===== config.mk =====
export PLATFORM = sky130hd
export DESIGN_NAME = vdp_cpu_port
export DESIGN_NICKNAME = d
export VERILOG_FILES = /design/src/rtl/vdp_port_pkg.sv /design/src/rtl/vdp_addr_latch.sv /design/src/rtl/vdp_read_buffer.sv /design/src/rtl/vdp_status_irq.sv /design/src/rtl/vdp_reg_file.sv /design/src/rtl/vdp_cpu_port.sv
export SDC_FILE = /design/constraint.sdc
export NUM_CORES = 1
export LEC_CHECK = 0
export ABC_AREA = 1
export BUFFER_PORTS_ARGS = -buffer_cell sky130_fd_sc_hd__buf_2
export CAP_MARGIN = 25
export CORE_MARGIN = 2
export CORE_UTILIZATION = 35
export DETAILED_ROUTE_END_ITERATION = 7
export GPL_ROUTABILITY_DRIVEN = 0
export PLACE_DENSITY_LB_ADDON = 0.1
export SLEW_MARGIN = 10
export SYNTH_ARGS = -nofsm -noshare
export SYNTH_HDL_FRONTEND = slang
export SYNTH_SLANG_ARGS = --single-unit

===== constraint.sdc =====
create_clock -name clk -period 1.85 [get_ports clk]
set_clock_uncertainty 0.15 [all_clocks]
set_input_delay 0.37 -clock clk [delete_from_list [all_inputs] [get_ports clk]]
set_output_delay 0.37 -clock clk [all_outputs]
set_load 0.02 [all_outputs]

===== src/rtl/vdp_port_pkg.sv =====
package vdp_port_pkg;
  localparam int ADDR_W = 14;
  localparam int BYTE_W = 8;
  localparam int CRAM_AW = 5;
  localparam int REG_N = 16;
  localparam int REG_IW = $clog2(REG_N);
  localparam int EVT_W = 2;
  localparam int LOW_STAT_W = BYTE_W - 1 - EVT_W;

  typedef enum logic [1:0] {
    CMD_VRAM_RD = 2'd0,
    CMD_VRAM_WR = 2'd1,
    CMD_REG_LD  = 2'd2,
    CMD_CRAM_WR = 2'd3
  } cmd_e;

  // pointer advance with natural wrap at ADDR_W bits
  function automatic logic [ADDR_W-1:0] ptr_next(input logic [ADDR_W-1:0] p);
    return p + ADDR_W'(1);
  endfunction

  // status byte: frame flag, sticky events, constant filler bits
  function automatic logic [BYTE_W-1:0] status_byte(input logic frame,
                                                    input logic [EVT_W-1:0] evts,
                                                    input logic fill_ones);
    return {frame, evts, {LOW_STAT_W{fill_ones}}};
  endfunction
endpackage


===== src/rtl/vdp_addr_latch.sv =====
module vdp_addr_latch
  import vdp_port_pkg::*;
#(
  parameter int AW = ADDR_W
) (
  input  logic          clk,
  input  logic          rst_n,
  input  logic          ctl_wr,
  input  logic          data_acc,
  input  logic          stat_rd,
  input  logic [7:0]    wdata,
  output logic [AW-1:0] ptr_q,
  output cmd_e          cmd_q,
  output logic          pend_q,
  output logic          first_wr,
  output logic          second_wr,
  output logic [AW-1:0] second_ptr,
  output cmd_e          second_cmd
);
  localparam int HI_W = AW - 8;

  always_comb begin
    first_wr   = ctl_wr && !pend_q;
    second_wr  = ctl_wr && pend_q;
    second_ptr = {wdata[HI_W-1:0], ptr_q[7:0]};
    second_cmd = cmd_e'(wdata[7:6]);
  end

  always_ff @(posedge clk) begin
    if (!rst_n) begin
      ptr_q  <= '0;
      cmd_q  <= CMD_VRAM_RD;
      pend_q <= 1'b0;
    end else if (first_wr) begin
      ptr_q  <= {ptr_q[AW-1:8], wdata};
      pend_q <= 1'b1;
    end else if (second_wr) begin
      cmd_q  <= second_cmd;
      pend_q <= 1'b0;
      ptr_q  <= (second_cmd == CMD_VRAM_RD) ? ptr_next(second_ptr) : second_ptr;
    end else if (data_acc) begin
      ptr_q  <= ptr_next(ptr_q);
      pend_q <= 1'b0;
    end else if (stat_rd) begin
      pend_q <= 1'b0;
    end
  end

  AST_FIRST_SETS_PEND: assert property (@(posedge clk) disable iff (!rst_n)
    first_wr |=> pend_q);
  AST_FIRST_KEEPS_HIGH: assert property (@(posedge clk) disable iff (!rst_n)
    first_wr |=> ptr_q[AW-1:8] == $past(ptr_q[AW-1:8]));
  AST_SECOND_CLEARS: assert property (@(posedge clk) disable iff (!rst_n)
    second_wr |=> !pend_q);
  AST_ACCESS_CLEARS: assert property (@(posedge clk) disable iff (!rst_n)
    (data_acc || stat_rd) && !ctl_wr |=> !pend_q);
  AST_PTR_WRAP: assert property (@(posedge clk) disable iff (!rst_n)
    data_acc && !ctl_wr && (ptr_q == '1) |=> ptr_q == '0);
endmodule


===== src/rtl/vdp_read_buffer.sv =====
module vdp_read_buffer
  import vdp_port_pkg::*;
(
  input  logic              clk,
  input  logic              rst_n,
  input  logic              fill_req,
  input  logic              wr_copy,
  input  logic [BYTE_W-1:0] wdata,
  input  logic [BYTE_W-1:0] vram_rdata,
  output logic [BYTE_W-1:0] buf_q,
  output logic              fill_pend,
  output logic [BYTE_W-1:0] buf_view
);
  // a refill issued last cycle has its byte on vram_rdata now
  always_comb buf_view = fill_pend ? vram_rdata : buf_q;

  always_ff @(posedge clk) begin
    if (!rst_n) begin
      buf_q     <= '0;
      fill_pend <= 1'b0;
    end else begin
      fill_pend <= fill_req && !wr_copy;
      if (wr_copy)        buf_q <= wdata;
      else if (fill_pend) buf_q <= vram_rdata;
    end
  end

  AST_COPY_ON_WRITE: assert property (@(posedge clk) disable iff (!rst_n)
    wr_copy |=> buf_q == $past(wdata));
  AST_REFILL_LANDS: assert property (@(posedge clk) disable iff (!rst_n)
    fill_pend && !wr_copy |=> buf_q == $past(vram_rdata));
  AST_REFILL_TRACKED: assert property (@(posedge clk) disable iff (!rst_n)
    fill_req && !wr_copy |=> fill_pend);
endmodule


===== src/rtl/vdp_status_irq.sv =====
module vdp_status_irq
  import vdp_port_pkg::*;
(
  input  logic              clk,
  input  logic              rst_n,
  input  logic              stat_rd,
  input  logic              frame_evt,
  input  logic              line_evt,
  input  logic [EVT_W-1:0]  evt_set,
  input  logic              frame_ie,
  input  logic              line_ie,
  input  logic              fill_ones,
  output logic [BYTE_W-1:0] stat_view,
  output logic              irq
);
  logic             frame_q;
  logic             line_q;
  logic [EVT_W-1:0] evts_q;

  always_comb begin
    stat_view = status_byte(frame_q, evts_q, fill_ones);
    irq       = (frame_q && frame_ie) || (line_q && line_ie);
  end

  always_ff @(posedge clk) begin
    if (!rst_n) begin
      frame_q <= 1'b0;
      line_q  <= 1'b0;
      evts_q  <= '0;
    end else if (stat_rd) begin
      frame_q <= frame_evt;
      line_q  <= line_evt;
      evts_q  <= evt_set;
    end else begin
      frame_q <= frame_q | frame_evt;
      line_q  <= line_q | line_evt;
      evts_q  <= evts_q | evt_set;
    end
  end

  AST_IRQ_DROPS: assert property (@(posedge clk) disable iff (!rst_n)
    stat_rd && !frame_evt && !line_evt |=> !irq);
  AST_FRAME_KEPT: assert property (@(posedge clk) disable iff (!rst_n)
    frame_evt |=> frame_q);
  AST_LINE_KEPT: assert property (@(posedge clk) disable iff (!rst_n)
    line_evt |=> line_q);
endmodule


===== src/rtl/vdp_reg_file.sv =====
module vdp_reg_file
  import vdp_port_pkg::*;
(
  input  logic              clk,
  input  logic              rst_n,
  input  logic              ld,
  input  logic [REG_IW-1:0] idx,
  input  logic [BYTE_W-1:0] val,
  output logic [BYTE_W-1:0] reg0,
  output logic [BYTE_W-1:0] reg1
);
  logic [BYTE_W-1:0] regs [REG_N];

  for (genvar g = 0; g < REG_N; g++) begin : g_reg
    always_ff @(posedge clk) begin
      if (!rst_n)                        regs[g] <= '0;
      else if (ld && idx == REG_IW'(g))  regs[g] <= val;
    end
  end

  always_comb begin
    reg0 = regs[0];
    reg1 = regs[1];
  end

  AST_REG_LOADED: assert property (@(posedge clk) disable iff (!rst_n)
    ld && idx == '0 |=> reg0 == $past(val));
endmodule


===== src/rtl/vdp_cpu_port.sv =====
module vdp_cpu_port
  import vdp_port_pkg::*;
(
  input  logic               clk,
  input  logic               rst_n,
  input  logic               cpu_sel,
  input  logic               cpu_rd,
  input  logic               cpu_wr,
  input  logic [BYTE_W-1:0]  cpu_wdata,
  output logic [BYTE_W-1:0]  cpu_rdata,
  output logic               cpu_irq,
  input  logic               frame_evt,
  input  logic               line_evt,
  input  logic [EVT_W-1:0]   evt_set,
  output logic [ADDR_W-1:0]  vram_addr,
  output logic               vram_rd_en,
  input  logic [BYTE_W-1:0]  vram_rdata,
  output logic               vram_we,
  output logic [BYTE_W-1:0]  vram_wdata,
  output logic               cram_we,
  output logic [CRAM_AW-1:0] cram_addr,
  output logic [BYTE_W-1:0]  cram_wdata,
  output logic               reg_we,
  output logic [REG_IW-1:0]  reg_idx,
  output logic [BYTE_W-1:0]  reg_wdata
);
  // decoded one-cycle events
  logic ctl_wr, data_wr, data_rd, stat_rd;
  logic first_wr, second_wr, prefetch;
  logic [ADDR_W-1:0] ptr_q, second_ptr;
  cmd_e cmd_q, second_cmd;
  logic pend_q;
  logic [BYTE_W-1:0] buf_q, buf_view, stat_view, reg0, reg1;
  logic fill_pend;

  always_comb begin
    ctl_wr  = cpu_wr && cpu_sel;
    data_wr = cpu_wr && !cpu_sel;
    data_rd = cpu_rd && !cpu_wr && !cpu_sel;
    stat_rd = cpu_rd && !cpu_wr && cpu_sel;
  end

  vdp_addr_latch #(.AW(ADDR_W)) u_latch (
    .clk(clk), .rst_n(rst_n), .ctl_wr(ctl_wr), .data_acc(data_rd || data_wr),
    .stat_rd(stat_rd), .wdata(cpu_wdata), .ptr_q(ptr_q), .cmd_q(cmd_q),
    .pend_q(pend_q), .first_wr(first_wr), .second_wr(second_wr),
    .second_ptr(second_ptr), .second_cmd(second_cmd)
  );

  always_comb begin
    prefetch   = second_wr && (second_cmd == CMD_VRAM_RD);
    vram_rd_en = data_rd || prefetch;
    vram_addr  = prefetch ? second_ptr : ptr_q;
    vram_we    = data_wr && (cmd_q != CMD_CRAM_WR);
    vram_wdata = cpu_wdata;
    cram_we    = data_wr && (cmd_q == CMD_CRAM_WR);
    cram_addr  = ptr_q[CRAM_AW-1:0];
    cram_wdata = cpu_wdata;
    reg_we     = second_wr && (second_cmd == CMD_REG_LD);
    reg_idx    = cpu_wdata[REG_IW-1:0];
    reg_wdata  = ptr_q[7:0];
  end

  vdp_read_buffer u_buf (
    .clk(clk), .rst_n(rst_n), .fill_req(vram_rd_en), .wr_copy(data_wr),
    .wdata(cpu_wdata), .vram_rdata(vram_rdata), .buf_q(buf_q),
    .fill_pend(fill_pend), .buf_view(buf_view)
  );

  vdp_reg_file u_regs (
    .clk(clk), .rst_n(rst_n), .ld(reg_we), .idx(reg_idx), .val(reg_wdata),
    .reg0(reg0), .reg1(reg1)
  );

  vdp_status_irq u_stat (
    .clk(clk), .rst_n(rst_n), .stat_rd(stat_rd), .frame_evt(frame_evt),
    .line_evt(line_evt), .evt_set(evt_set), .frame_ie(reg1[5]),
    .line_ie(reg0[4]), .fill_ones(reg0[2]), .stat_view(stat_view), .irq(cpu_irq)
  );

  always_ff @(posedge clk) begin
    if (!rst_n)       cpu_rdata <= '0;
    else if (data_rd) cpu_rdata <= buf_view;
    else if (stat_rd) cpu_rdata <= stat_view;
  end

  AST_ONE_RAM_WRITE: assert property (@(posedge clk) disable iff (!rst_n)
    !(vram_we && cram_we));
  AST_REG_PULSE: assert property (@(posedge clk) disable iff (!rst_n)
    reg_we |=> !reg_we);
  AST_NO_RD_ON_WR: assert property (@(posedge clk) disable iff (!rst_n)
    vram_rd_en |-> !vram_we);
  AST_FIRST_QUIET: assert property (@(posedge clk) disable iff (!rst_n)
    first_wr |-> !vram_rd_en && !reg_we && !vram_we && !cram_we);
  AST_RDATA_HOLD: assert property (@(posedge clk) disable iff (!rst_n)
    !$past(cpu_rd) |-> $stable(cpu_rdata));
endmodule


**Word-level counts from Yosys, hierarchy flattened**

Memory sizes are Yosys's and may differ from the RTL's.
Index checks and enable logic that the tools add are counted.

- Add/sub/neg operators: 2
- Equality and inequality tests: 19
- Mux-type cells: 81
- Bitwise logic cells: 20
- Reductions and logical operators: 46

Operators with widths:

| operator | count |
|---|---|
| 8-bit two-way mux | 21 |
| 14-bit two-way mux | 4 |
| 1-bit two-way mux | 55 |
| 4-bit equality test, second input constant | 8 |
| 1-bit logical AND | 30 |
| 14-bit by 1-bit adder with 14-bit output, second input constant | 2 |
| 1-bit OR | 18 |
| 4-bit by 3-bit equality test with 1-bit output, second input constant | 4 |
| 4-bit by 2-bit equality test with 1-bit output, second input constant | 2 |
| 2-bit AND reduction | 3 |
| 2-bit equality test, second input constant | 2 |
| 4-bit by 1-bit equality test with 1-bit output, second input constant | 1 |
| 1-bit zero test | 4 |
| 4-bit zero test | 1 |
| 2-bit nonzero test | 2 |
| 4-bit nonzero test | 1 |
| 1-bit logical OR | 3 |
| 3-bit by 2-bit != test with 1-bit output, second input constant | 1 |
| 3-bit nonzero test | 1 |
| 2-bit zero test | 1 |
| 2-bit two-way mux | 1 |
| 2-bit != test, second input constant | 1 |
| 2-bit OR | 1 |
| 1-bit NOT | 1 |

- Bits in registers: 38
- Bits in writable memories: 128
- Input bits: 25
- Output and inout port bits: 60
- Logic and storage cells: 179
- Memories kept: 1

Memory list:

| memory | words | bits a word | read ports | clocked after Yosys merged registers in | write ports | RTL line | RTL |
|---|---|---|---|---|---|---|---|
| u_regs.regs | 16 | 8 | 2 | 0 | 16 | vdp_reg_file.sv:12 | `logic [BYTE_W-1:0] regs [REG_N];` |

**Logic depth before layout (Yosys ltp)**

Gate-level depths: netlist (run 1).

- Depth after elaboration: 8
- Mapped depth: 10
- Mapped depth without buffers: 10

**By module**

From an unflattened synthesis (run 1), not the netlist that was laid out.

- Cell total of the unflattened synthesis: 537
- Area, all modules: 3,634.7 µm²

Modules (own cells, without submodules):

| module | instances | cells an instance | area an instance (µm²) |
|---|---|---|---|
| vdp_addr_latch | 1 | 225 | 1,372.6 |
| vdp_cpu_port | 1 | 155 | 912.1 |
| vdp_reg_file | 1 | 50 | 633.1 |
| vdp_read_buffer | 1 | 80 | 523.0 |
| vdp_status_irq | 1 | 27 | 193.9 |

**Least setup slack after synthesis (run 1)**

OpenSTA, ideal clock, no wires.

- Path kind: input port to output port
- Start: input cpu_wr
- End: output vram_addr[9]
- Arrival: 1.360 ns
- Slack: -0.030 ns
- Cell stages on the path: 5
- Path buffers: 1
- Path through: nand3_2 > inv_2 > nand2_1 > buf_2 > o21ai_0

- Cells in the longest elaborated chain, start to end: 4

Ends and longest elaborated chain:

| what | RTL line | RTL |
|---|---|---|
| start: declaration | vdp_cpu_port.sv:8 | `input logic cpu_wr,` |
| 1-bit logical AND | vdp_cpu_port.sv:37 | `ctl_wr = cpu_wr && cpu_sel;` |
| 1-bit logical AND | vdp_addr_latch.sv:24 | `second_wr = ctl_wr && pend_q;` |
| 1-bit logical AND | vdp_cpu_port.sv:51 | `prefetch = second_wr && (second_cmd == CMD_VRAM_RD);` |
| 14-bit two-way mux | vdp_cpu_port.sv:53 | `vram_addr = prefetch ? second_ptr : ptr_q;` |
| end: declaration | vdp_cpu_port.sv:15 | `output logic [ADDR_W-1:0] vram_addr,` |

Every way passes these cells.

**Worst setup path in the final report (run 1)**

- Start: register u_latch.pend_q
- End: output vram_addr[13]

- Cells in the longest elaborated chain, start to end: 3

Ends and longest elaborated chain:

| what | RTL line | RTL |
|---|---|---|
| start: declaration | vdp_addr_latch.sv:14 | `output logic pend_q,` |
| start signal: assignment | vdp_addr_latch.sv:33 | `pend_q <= 1'b0;` |
| start signal: assignment | vdp_addr_latch.sv:36 | `pend_q <= 1'b1;` |
| start signal: assignment | vdp_addr_latch.sv:39 | `pend_q <= 1'b0;` |
| 1-bit logical AND | vdp_addr_latch.sv:24 |  |
| 1-bit logical AND | vdp_cpu_port.sv:51 |  |
| 14-bit two-way mux | vdp_cpu_port.sv:53 |  |

Every way passes these cells.

==> results of run 1 <==
cell usage after synthesis, drive strengths merged:
library cell | number | area share (%)
a22o | 1 | 0.34
nand3 | 22 | 4.6
buf | 44 | 13
dfxtp | 38 | 29
or2 | 5 | 1.2
a31oi | 6 | 1.4
ha | 1 | 0.48
mux2i | 6 | 2.3
o21ai | 33 | 6.3
nand4 | 5 | 1.2
a21oi | 36 | 7.4
nor2 | 42 | 7.1
nor3 | 2 | 0.58
nand2 | 83 | 13
a2bb2oi | 3 | 1.0
xor2 | 2 | 0.67
a22oi | 2 | 0.58
edfxtp | 3 | 3.5
clkbuf | 7 | 1.0
o21a | 1 | 0.29
xnor2 | 2 | 0.67
inv | 34 | 4.9
worst min path at each step:
stage,startpoint,to,slack [ns],cells after the start
floorplan,u_stat.evts_q[0],u_stat.evts_q[0],0.31,2
global placement,u_stat.evts_q[1],u_stat.evts_q[1],0.32,2
detailed placement,u_buf.buf_q[6],u_buf.buf_q[6],0.33,2
CTS,evt_set[0],u_stat.evts_q[0],0.12,3
global route,evt_set[0],u_stat.evts_q[0],0.12,3
finish,frame_evt,u_stat.frame_q,0.13,3
layer usage:
layer  track usage (%)  vias to the layer above
met5                 0                        -
met2              31.0                       52
met3              2.43                       12
li1                  -                     1348
met1              23.2                     1201
met4              7.18                        0
stage by stage:
step | area (sq um) | hold slack [ns] | cells
after floorplan | 2600 | 0.306 | 378
after global placement | 3010 | 0.319 | 538
after detailed placement | 3010 | 0.329 | 538
after CTS | 3140 | 0.118 | 548
after global routing | 3310 | 0.125 | 553
final | 3310 | 0.127 | 553
worst register-to-register path, stage by stage, from the launching register on:
cell	delay, ns
dfxtp_1	0.36
ha_1	0.18
nand2_2	0.09
nor2_2	0.18
buf_4	0.16
nand2_1	0.08
xnor2_1	0.14
nand2_1	0.06
nand3_1	0.06
nand3_1	0.07
inv_1	0.04
area by class of cell:
| type | instances | share of cell area (%) |
|---|---|---|
| Sequential cell | 41 | 25.8 |
| Clock inverter | 3 | 0.757 |
| Timing Repair Buffer | 119 | 23.0 |
| Clock buffer | 5 | 2.08 |
| Multi-Input combinational cell | 252 | 40.8 |
| Inverter | 34 | 3.86 |
| Tap cell | 99 | 3.75 |
repair_timing:
item                       in CTS  in global routing
pin swaps                       1                  3
gates resized for setup         6                 32
hold buffers                    0                  0
setup buffers                   2                  4
setup endpoints to repair       8                 12
gates cloned                    0                  1
flip-flops by register name, summed over array words and instances (netlist names):
| signal | count |
|---|---|
| u_latch.cmd_q | 2 |
| u_latch.ptr_q | 14 |
| u_stat.line_q | 1 |
| u_buf.buf_q | 8 |
| u_latch.pend_q | 1 |
| u_stat.frame_q | 1 |
| u_buf.fill_pend | 1 |
| cpu_rdata | 8 |
| u_stat.evts_q | 2 |
| u_regs.regs | 3 |
power by group through the flow:
stage	combinational (mW)	sequential, mW	clock (mW)
final	0.549	0.990	0.634
after CTS	0.527	0.989	0.655
after detailed placement	0.521	1.01	0
after global placement	0.518	1.01	0
after floorplan	0.375	1.01	0
after global routing	0.598	0.998	0.691
cell families (layout without fill, tap and decap cells):
kind of cell	count (synthesis)	in the layout	share of synthesized area, %
DFF	41	41	32.7
muxes	6	6	2.31
xor gates and xnor gates	4	4	1.35
adders and majority gates	1	1	0.481
AOI/OAI and AO/OA	82	82	17.4
and+or+nand+nor	159	159	27.3
buffers and inverters	85	161	18.6
==> results summary, run 1 <==
The area occupied by registers is 853 sq um. Combinational cells account for 25.3% of the total power. The critical path starts at u_latch.pend_q. The measured slew at the worst slew-check pin is 0.482 ns. The cell type group with the largest total delay on the critical path is buffers and inverters. TritonCTS built the clock tree. The final number of hold-violating endpoints is 0. Compared with the post-synthesis result, the final layout area differs by 27.1%. The floorplan row count came out at 31. The pre-CTS setup slack is 0.113 ns. The overall power came out at 2.17 mW. After detailed routing, the number of vias per cell comes to 4.73. The detailed router put a total of 3480 microns of wire on met1. The critical path is of the reg2out type. The number of setup violations in the final report came out at 0. Summed over all cells, the static leakage comes to 1.56 nW. The startpoint of the most critical register-to-register path is u_latch.ptr_q[0]. The maximum fanout count along the critical path came out at 6.

The worst setup path is captured at a primary output. The mapped cell area is 0.00260 sq mm. The sequential share of the synthesized area came out at 32.7%. The detailed router used layers up to and including met4. The number of levels the H-tree was split into is 2.

The worst voltage drop across the vdd grid came out at 0.301 mV. In the global route stage, overall resource usage came out at 18.1%. The mean instance size in the synthesized netlist is 6.88 sq um. The number of buffers between clock root and the deepest sink is 2. Sequential cells account for 45.6% of the total power.

The routed wirelength normalized by instance count is 13.6 microns. After the last flow step, the layout net total stands at 479. The count of synthesis-stage warnings from yosys is 0. The headroom to the max-slew limit is 67.8%. The core utilization of the finished layout came out at 45.8%.

The number of antenna diodes in the final layout is 0. The final setup TNS is 0 ns. Pin placement for this block handled 85 I/O pins. The post-route antenna net violation count is 0. The die covers 0.00814 sq mm. The worst endpoint data arrival time is 1.32 ns. The minimum setup slack among reg-to-reg paths is 0.19 ns. The timing endpoint of the critical path is vram_addr[13]. Clock tree synthesis inserted a total of 5 buffers.

The net switching power of the design is 741 uW. The critical path goes through nand3_2, inv_2, nand2_4, buf_12, o21ai_4, buf_6. Summed over all nets, the half-perimeter wirelength after detailed placement is 5560 microns. The port buffer count came out at 84. The share of the cycle needed by the critical path after routing came out at 99.6%. The initial detailed-routing violation count is 79. The number of different library cells in the post-synthesis netlist is 33. The routed via count came out at 2613.

The internal power component is 1.43 mW. In the layout the commonest cells are buf_2 (76), nand2_1 (74), dfxtp_1 (36), a21oi_1 (34), buf_4 (34). The share of cells above drive strength 1 came out at 37.0%.

The post-synthesis net count is 404. After layout, the worst setup slack is 0.00662 ns. The die is 90.2 microns tall. The via count of the first global-routing pass came out at 2464. The final max-slew violation count came to 0. For the worst-skew pair, the clock arrives at the later sink with an insertion delay of 0.30 ns. The filler cell count is 770. The worst hold path belongs to the class in2reg. The clock sink count came out at 41. The total of max-cap violations came out at 0. The stage delay of the slowest cell on the critical path is 0.34 ns. The total number of cells along the worst setup path is 6. Setup repair after global routing could not meet its margin everywhere. From left edge to right edge, the die measures 90.2 microns.

The initial utilization of the core area, before any placement, comes to 36.1%. Clock-pin slew was measured on the worst setup and hold paths at 0.09 ns. In this run switching power makes up 34.1% of total power. The worst register-to-register path ends at u_latch.ptr_q[8]. The maximum number of pins on one net before global-route repair is 30. The endpoint required time on the critical path is 1.33 ns. Leaving out fill and tap cells, the most frequent cell in the layout is buf_2. The count of mapped cells out of synthesis came out at 378. The number of buffers and inverters on the critical path is 3. The wire length of the first global-routing pass came out at 11900 microns.

The path depth of the worst reg2reg path is 10. The power density relative to cell area came out at 657 mW/mm^2. The clock network fraction of total power came out at 29.2%.

The run finished with clean final reports. Static timing analysis puts the maximum clock frequency at 0.542 GHz. The total area of multi-input combinational cells is 0.00135 sq mm. The placeable core region is 0.00721 sq mm. The largest individual stage delay along the critical path comes from the cell dfxtp_2.

The wire length on met2 came out at 3650 microns. The root buffer cell chosen for the clock tree is clkbuf_8. The worst setup path is launched from a register. The synthesized flop and latch total came out at 41. The total grt overflow is 0. The number of search-and-repair iterations in the first detailed-routing pass came out at 4. The remaining design rule violation count came out at 0. The final critical delay including setup and external delays came out at 1.84 ns. The number of antenna violations at the first check in global routing came out at 0. The final layout contains routed wiring with a total length of 7530 microns.

The detailed route wirelength on metal3 came out at 231 microns.
Note: power is estimated with default switching activity, not from simulation.
==> run 2, diff against run 1 <==
- BUFFER_PORTS_ARGS: -buffer_cell sky130_fd_sc_hd__buf_2 -> -buffer_cell sky130_fd_sc_hd__buf_4
==> run 2 against run 1 <==
Effect of this change: clock power increased by 12%; non-clock buffer count decreased by 5; register-to-register slack about the same; hold slack got worse by 0.0080 ns; sequential share of layout area decreased by 0.80 points; combinational power increased by 9.5%; count of clock-buffer cells in the layout increased by 1; largest power group unchanged.
==> results summary, run 2 (synthesis gave the netlist of run 1 again) <==
The flow ran to the end, and the final reports show no timing, DRC or antenna violations. The wire length reported by the detailed router came out at 7530 microns. The worst hold margin came out at 0.119 ns. The maximum number of pins on one net before global-route repair is 31. For this run, the total global-route usage over all layers was measured as 18.7%. The count of cells along the worst hold path came out at 3. The wire length of the first global-routing pass is 12300 microns.

The clock tree synthesis step divided the H-tree into 2 levels. The number of buffers between clock root and the deepest sink came out at 2. From bottom edge to top edge, the die measures 90.2 microns.

The critical path in this run is classified as reg2out. The share of cells above drive strength 1 came out at 35.2%. The layout net count came out at 474.

The diode insertion count for antenna repair is 0. STA classifies the critical path endpoint as a primary output. The worst min-delay path class is in2reg. The post-route antenna net violation count came out at 0. The final max-slew violation count came out at 0. Routed signal wires occupy layers up through met4. The worst endpoint data arrival time came out at 1.32 ns. The endpoint required time on the critical path came out at 1.33 ns. The power density relative to cell area came out at 674 mW/mm^2. TritonCTS built the clock tree. The share of the cycle needed by the critical path after routing came out at 99.7%. The via count of the first global-routing pass is 2487. Setup repair after global routing could not meet its margin everywhere. The number of placed cells counting well taps came out at 539. The number of clock buffers inserted by TritonCTS came out at 5. VDD sags by at most 0.343 mV. For hold timing, the worst endpoint is u_stat.evts_q[0]. In this run the clock root is driven by a clkbuf_8. The clock period could shrink to 1.84 ns.

The detailed router put a total of 3320 microns of wire on met1. In the routed layout, each cell is associated on average with a via count of 4.74. The worst hold path begins at evt_set[0].

The routed wirelength normalized by instance count came out at 13.7 microns. The commonest non-fill, non-tap cell in the layout is buf_4. In this run the horizontal extent of the chip is 90.2 microns. The floorplan step defined a die boundary enclosing 0.00814 sq mm. The static leakage is 1.56 nW. The final number of hold-violating endpoints is 0. For this run the aggregate overflow at the end of global routing stands at 0. The flip-flop count of the largest register after layout came out at 14. The initial detailed-routing violation count is 91. The latest clock arrival within the worst-skew pair is 0.31 ns. Max-cap violations in this run came to 0. The startpoint type of the worst setup path is a register. The headroom to the max-slew limit is 68.3%. The port buffer count is 84. The largest registers in the layout are u_latch.ptr_q x14, cpu_rdata x8, u_buf.buf_q x8. The starting density of the core came out at 36.1%. The number of top-level pins came out at 85. The most critical setup path has its startpoint at u_latch.pend_q. The detailed route wirelength on metal3 is 329 microns.

After floorplanning, the core was divided into 31 placement rows. Before antenna repair, the detailed router went through 6 iterations. The number of antenna violations at the first check in global routing was 0. After clock tree synthesis, the clock-pin slew on the worst setup and hold paths is 0.08 ns. The hold-fix buffer count after cts came out at 0. The clock sink count came out at 41. The measured slew at the worst slew-check pin is 0.476 ns. Detailed placement ended at an HPWL of 5650 microns.

Setup slack on the worst reg-to-reg path comes out at 0.19 ns. The placeable core region is 0.00721 sq mm. The path depth of the worst reg2reg path came out at 6. Along the worst path, the maximum fanout reaches 7. Timing would allow up to 0.542 GHz. The growth of design area from synthesis to finish came out at 31.0%.

The wire length on met2 is 3740 microns. The remaining design rule violation count is 0. u_latch.ptr_q holds more flip-flops than any other register. The worst register-to-register path begins at u_latch.ptr_q[4]. The top cell types in the final layout, fill and taps aside, are buf_4 (110), nand2_1 (75), dfxtp_1 (37), a21oi_1 (34), nor2_1 (33). In this run the critical register-to-register path is captured at u_latch.ptr_q[10]. The routed via count came out at 2599. The final cell count without fillers came out at 548. Setup violations remaining at the end of the flow were counted as 0.
## run 2: cell types whose count changed in the layout (fill, tap and decap cells not counted), sizes merged
cell  previous run  this run
buf            118       114
inv             35        34
## run 2: cell type report
| class | count | area (sq um) |
|---|---|---|
| Clock buffer | 6 | 93.8 |
| Clock inverter | 2 | 16.3 |
| Fill cell | 779 | 3810 |
| Inverter | 34 | 128 |
| Multi-Input combinational cell | 252 | 1320 |
| Sequential cell | 41 | 852 |
| Tap cell | 99 | 124 |
| Timing Repair Buffer | 114 | 880 |
## run 2: power by group
part           leakage, nW  total, mW  internal (mW)  switching, mW
Combinational         1.16      0.601          0.262          0.339
Clock               0.0525      0.710          0.350          0.360
Sequential           0.344      0.987          0.947         0.0406
## run 2: repair_timing
action | in CTS | in global routing
cloned | 0 | 0
endpoints found under the setup margin | 7 | 8
resized for setup | 3 | 14
buffers inserted | 1 | 0
## run 2: worst max path at each step
stage | to | cells after the start
floorplan | vram_addr[12] | 5
global placement | vram_addr[12] | 8
detailed placement | reg_we | 7
CTS | reg_we | 6
global route | reg_we | 6
finish | reg_we | 6
## run 2: per-stage QoR
step	utilization (%)	setup WS (ns)	TNS (ns)	power [mW]	cell area (sq um)
after floorplan	-	0.0818	0	1.39	2600
after global placement	44.8	0.146	0	1.59	3230
after detailed placement	44.8	0.128	0	1.60	3230
after CTS	46.5	-0.0182	-0.0182	2.30	3360
after global routing	47.2	-0.0537	-0.155	2.41	3410
final	47.2	0.00610	0	2.30	3410
## run 2: routing by layer
layer | global-route usage, % | up-vias
li1 | - | 1336
met1 | 23.2 | 1179
met2 | 32.4 | 72
met3 | 3.27 | 12
met4 | 6.92 | 0
met5 | 0 | -
## run 2: worst max-delay path, stage by stage, from the launching register on
cell and delay [ns]:
dfxtp_2 0.34, nand3_2 0.08, inv_2 0.07, buf_4 0.16, nand2_2 0.09, nor2_4 0.13
buf_4 0.16
==> run 3, diff against run 2 <==
- PLACE_DENSITY: unset -> 0.64
- PLACE_DENSITY_LB_ADDON: 0.1 -> unset
- clock period: 1.85 -> 2.2 ns (I/O delays scaled with it)
==> run 3 against run 2 <==
Effect of this change: clock power fell by 2%; non-clock buffer count fell by 21; cell area fell by 6.0%.
==> results summary, run 3 (synthesis gave the netlist of run 1 again) <==
The post-DP HPWL is 5380 microns. The die extent in y came out at 90.2 microns. Derived from the worst setup path, the maximum achievable clock frequency is 0.492 GHz. The cell family contributing the most delay on the critical path is buffers and inverters. The final max-slew violation count came out at 0. The total global-route track usage is 17.1%. The floorplan row count is 31.

The run finished with clean final reports. For the worst setup path, the data arrival time is 1.44 ns. The detailed-route vias per instance is 4.84. The worst register-to-register path ends at u_latch.ptr_q[12]. Entering global routing, the biggest net connects 31 pins. The filler cell count came out at 742. The die covers 0.00814 sq mm.

After clock tree synthesis, the setup repair step added 0 buffers. The diode insertion count for antenna repair came out at 0. The wire length of the first global-routing pass is 11400 microns. The total grt overflow came out at 0.

The number of antenna violations at the first check in global routing came out at 0. For this design the top-level I/O count stands at 85. The growth of design area from synthesis to finish is 23.1%. The placeable core region is 0.00721 sq mm. The minimum setup slack among reg-to-reg paths is 0.31 ns.

The number of setup violations in the final report is 0. The die is 90.2 microns wide. At the pin with the least slew margin, the transition time is 0.499 ns.

The number of search-and-repair iterations in the first detailed-routing pass came out at 4. The startpoint identified for the worst hold timing path is evt_set[1]. The clock tree from TritonCTS is built. In the final routed layout, each cell accounts on average for 13.5 microns. The worst setup path is captured at a primary output. For this run, design rule violations remaining after detail routing come to 0. The maximum fanout count along the critical path is 8.

The post-route antenna net violation count came out at 0. The routed via count came out at 2553. The cell that appears most often on the critical path is buf_4. The clock sink count is 41.

In this design, the stage delay of the slowest critical-path cell is 0.37 ns. The flip-flop count of the largest register after layout is 14. For this configuration, the core starts out at a cell density of 36.1%.

The number of placed instances, taps included, is 519. The wire length reported by the detailed router came out at 7130 microns. The number of levels the H-tree was split into came out at 2. The count of cells in the finished layout, fillers not included, comes to 527. The register clock-pin slew on the reported worst setup and hold paths came out at 0.09 ns. After detailed placement, the total cell area comes to 0.00307 sq mm. The library cells used most frequently in the layout, excluding fill and tap cells, are buf_4 (93), nand2_1 (78), dfxtp_1 (38), nor2_1 (35), a21oi_1 (35).

Leaving out fill and tap cells, the most frequent cell in the layout is buf_4. The via count of the first global-routing pass came out at 2324. In the final layout, the share of cells above drive strength 1 is 29.4%. The total of max-cap violations is 0. The final critical delay including setup and external delays is 2.03 ns. The number of clock buffers inserted by TritonCTS is 5. Power spread over the standard cell area amounts to 620 mW/mm^2.

The hold-fix buffer count after cts is 0. The largest registers in the layout are u_latch.ptr_q x14, cpu_rdata x8, u_buf.buf_q x8. The signal on the critical path passes through nand3_2, inv_2, nand2_2, buf_4, nand2_1, o21ai_0, buf_4. The latest clock arrival within the worst-skew pair is 0.29 ns. Counting both buffers and inverters, the worst setup path holds a total of 3. The worst min-delay path class is in2reg. The final setup TNS is 0 ns. The headroom to the max-slew limit came out at 66.6%.

The number of buffers between clock root and the deepest sink is 2. The overall power is 1.99 mW. The setup path with the least slack is of type reg2out. The static leakage is 1.45 nW. In this run the tool buffered the top-level ports with 84 buffer cells. The initial detailed-routing violation count came out at 130. The startpoint identified for the worst register-to-register timing path is u_latch.ptr_q[1].

STA classifies the critical path startpoint as a register. For this design, the slowest cell found on the critical path is dfxtp_1. The count of cells along the worst hold path is 3. For the worst setup path, the data required time is 1.61 ns. The root buffer cell is clkbuf_8. With fillers left out, the area of the finished cells amounts to 0.00320 sq mm.

The path with the worst hold slack has its endpoint at u_stat.evts_q[1]. u_latch.ptr_q holds more flip-flops than any other register. The worst voltage drop across the vdd grid is 0.394 mV. In the finished design, the share of the clock period the worst path needs comes to 92.3%. Measured in cells, the most critical reg-to-reg path has a length of 10.

The final number of hold-violating endpoints is 0. The worst hold margin came out at 0.205 ns. Setup repair after global routing left no endpoint under its margin.

The layout net count came out at 453.
## run 3: cell types whose count changed in the layout (fill, tap and decap cells not counted), sizes merged
| cell | previous run | this run |
|---|---|---|
| buf | 114 | 93 |
| bufinv | 0 | 1 |
| clkinv | 1 | 0 |
| clkinvlp | 1 | 0 |
| inv | 34 | 35 |
## run 3: timing repair
item	CTS	global route
resized for setup	0	1
hold endpoints to repair	0	0
endpoints found under the setup margin	0	3
## run 3: how the worst max path moves through the flow
stage	startpoint	end	slack, ns	depth (start not counted)
detailed placement	cpu_wdata[6]	vram_addr[9]	0.15	7
global placement	cpu_sel	vram_addr[9]	0.18	8
finish	u_latch.pend_q	vram_addr[9]	0.17	7
floorplan	cpu_wr	vram_addr[9]	0.18	5
CTS	u_latch.pend_q	vram_addr[9]	0.05	7
global route	u_latch.pend_q	vram_addr[9]	0.06	7
## run 3: stage by stage
step                      util, %  setup WS [ns]
after CTS                    44.4         0.0539
after floorplan                 -          0.180
final                        44.4          0.169
after detailed placement     42.5          0.155
after global placement       42.5          0.177
after global routing         44.4         0.0598
## run 3: final cells by class
type	instances	area [sq um]	area share, %
Clock buffer	6	93.8	2.93
Tap cell	99	124	3.87
Timing Repair Buffer	93	698	21.8
Sequential cell	41	851	26.6
Clock inverter	2	38.8	1.21
Multi-Input combinational cell	252	1270	39.7
Inverter	34	128	3.98
## run 3: layer usage
metal / global-route usage, % / wire length (microns)
met4: 5.51 / 110
met3: 2.93 / 428
met1: 21.6 / 3170
met2: 29.6 / 3420
met5: 0 / 0
## run 3: worst reg2reg max path: cells and delay by family (launching register included)
family	cells	cell delay [ns]
DFF	1	0.44
and+or+nand+nor	9	0.98
adders and majority gates	1	0.21
## run 3: report_power, final
part | switching, mW | total (mW) | internal [mW]
clock network | 0.282 | 0.693 | 0.411
registers | 0.0428 | 0.839 | 0.796
logic | 0.265 | 0.454 | 0.189
total | 0.590 | 1.99 | 1.40
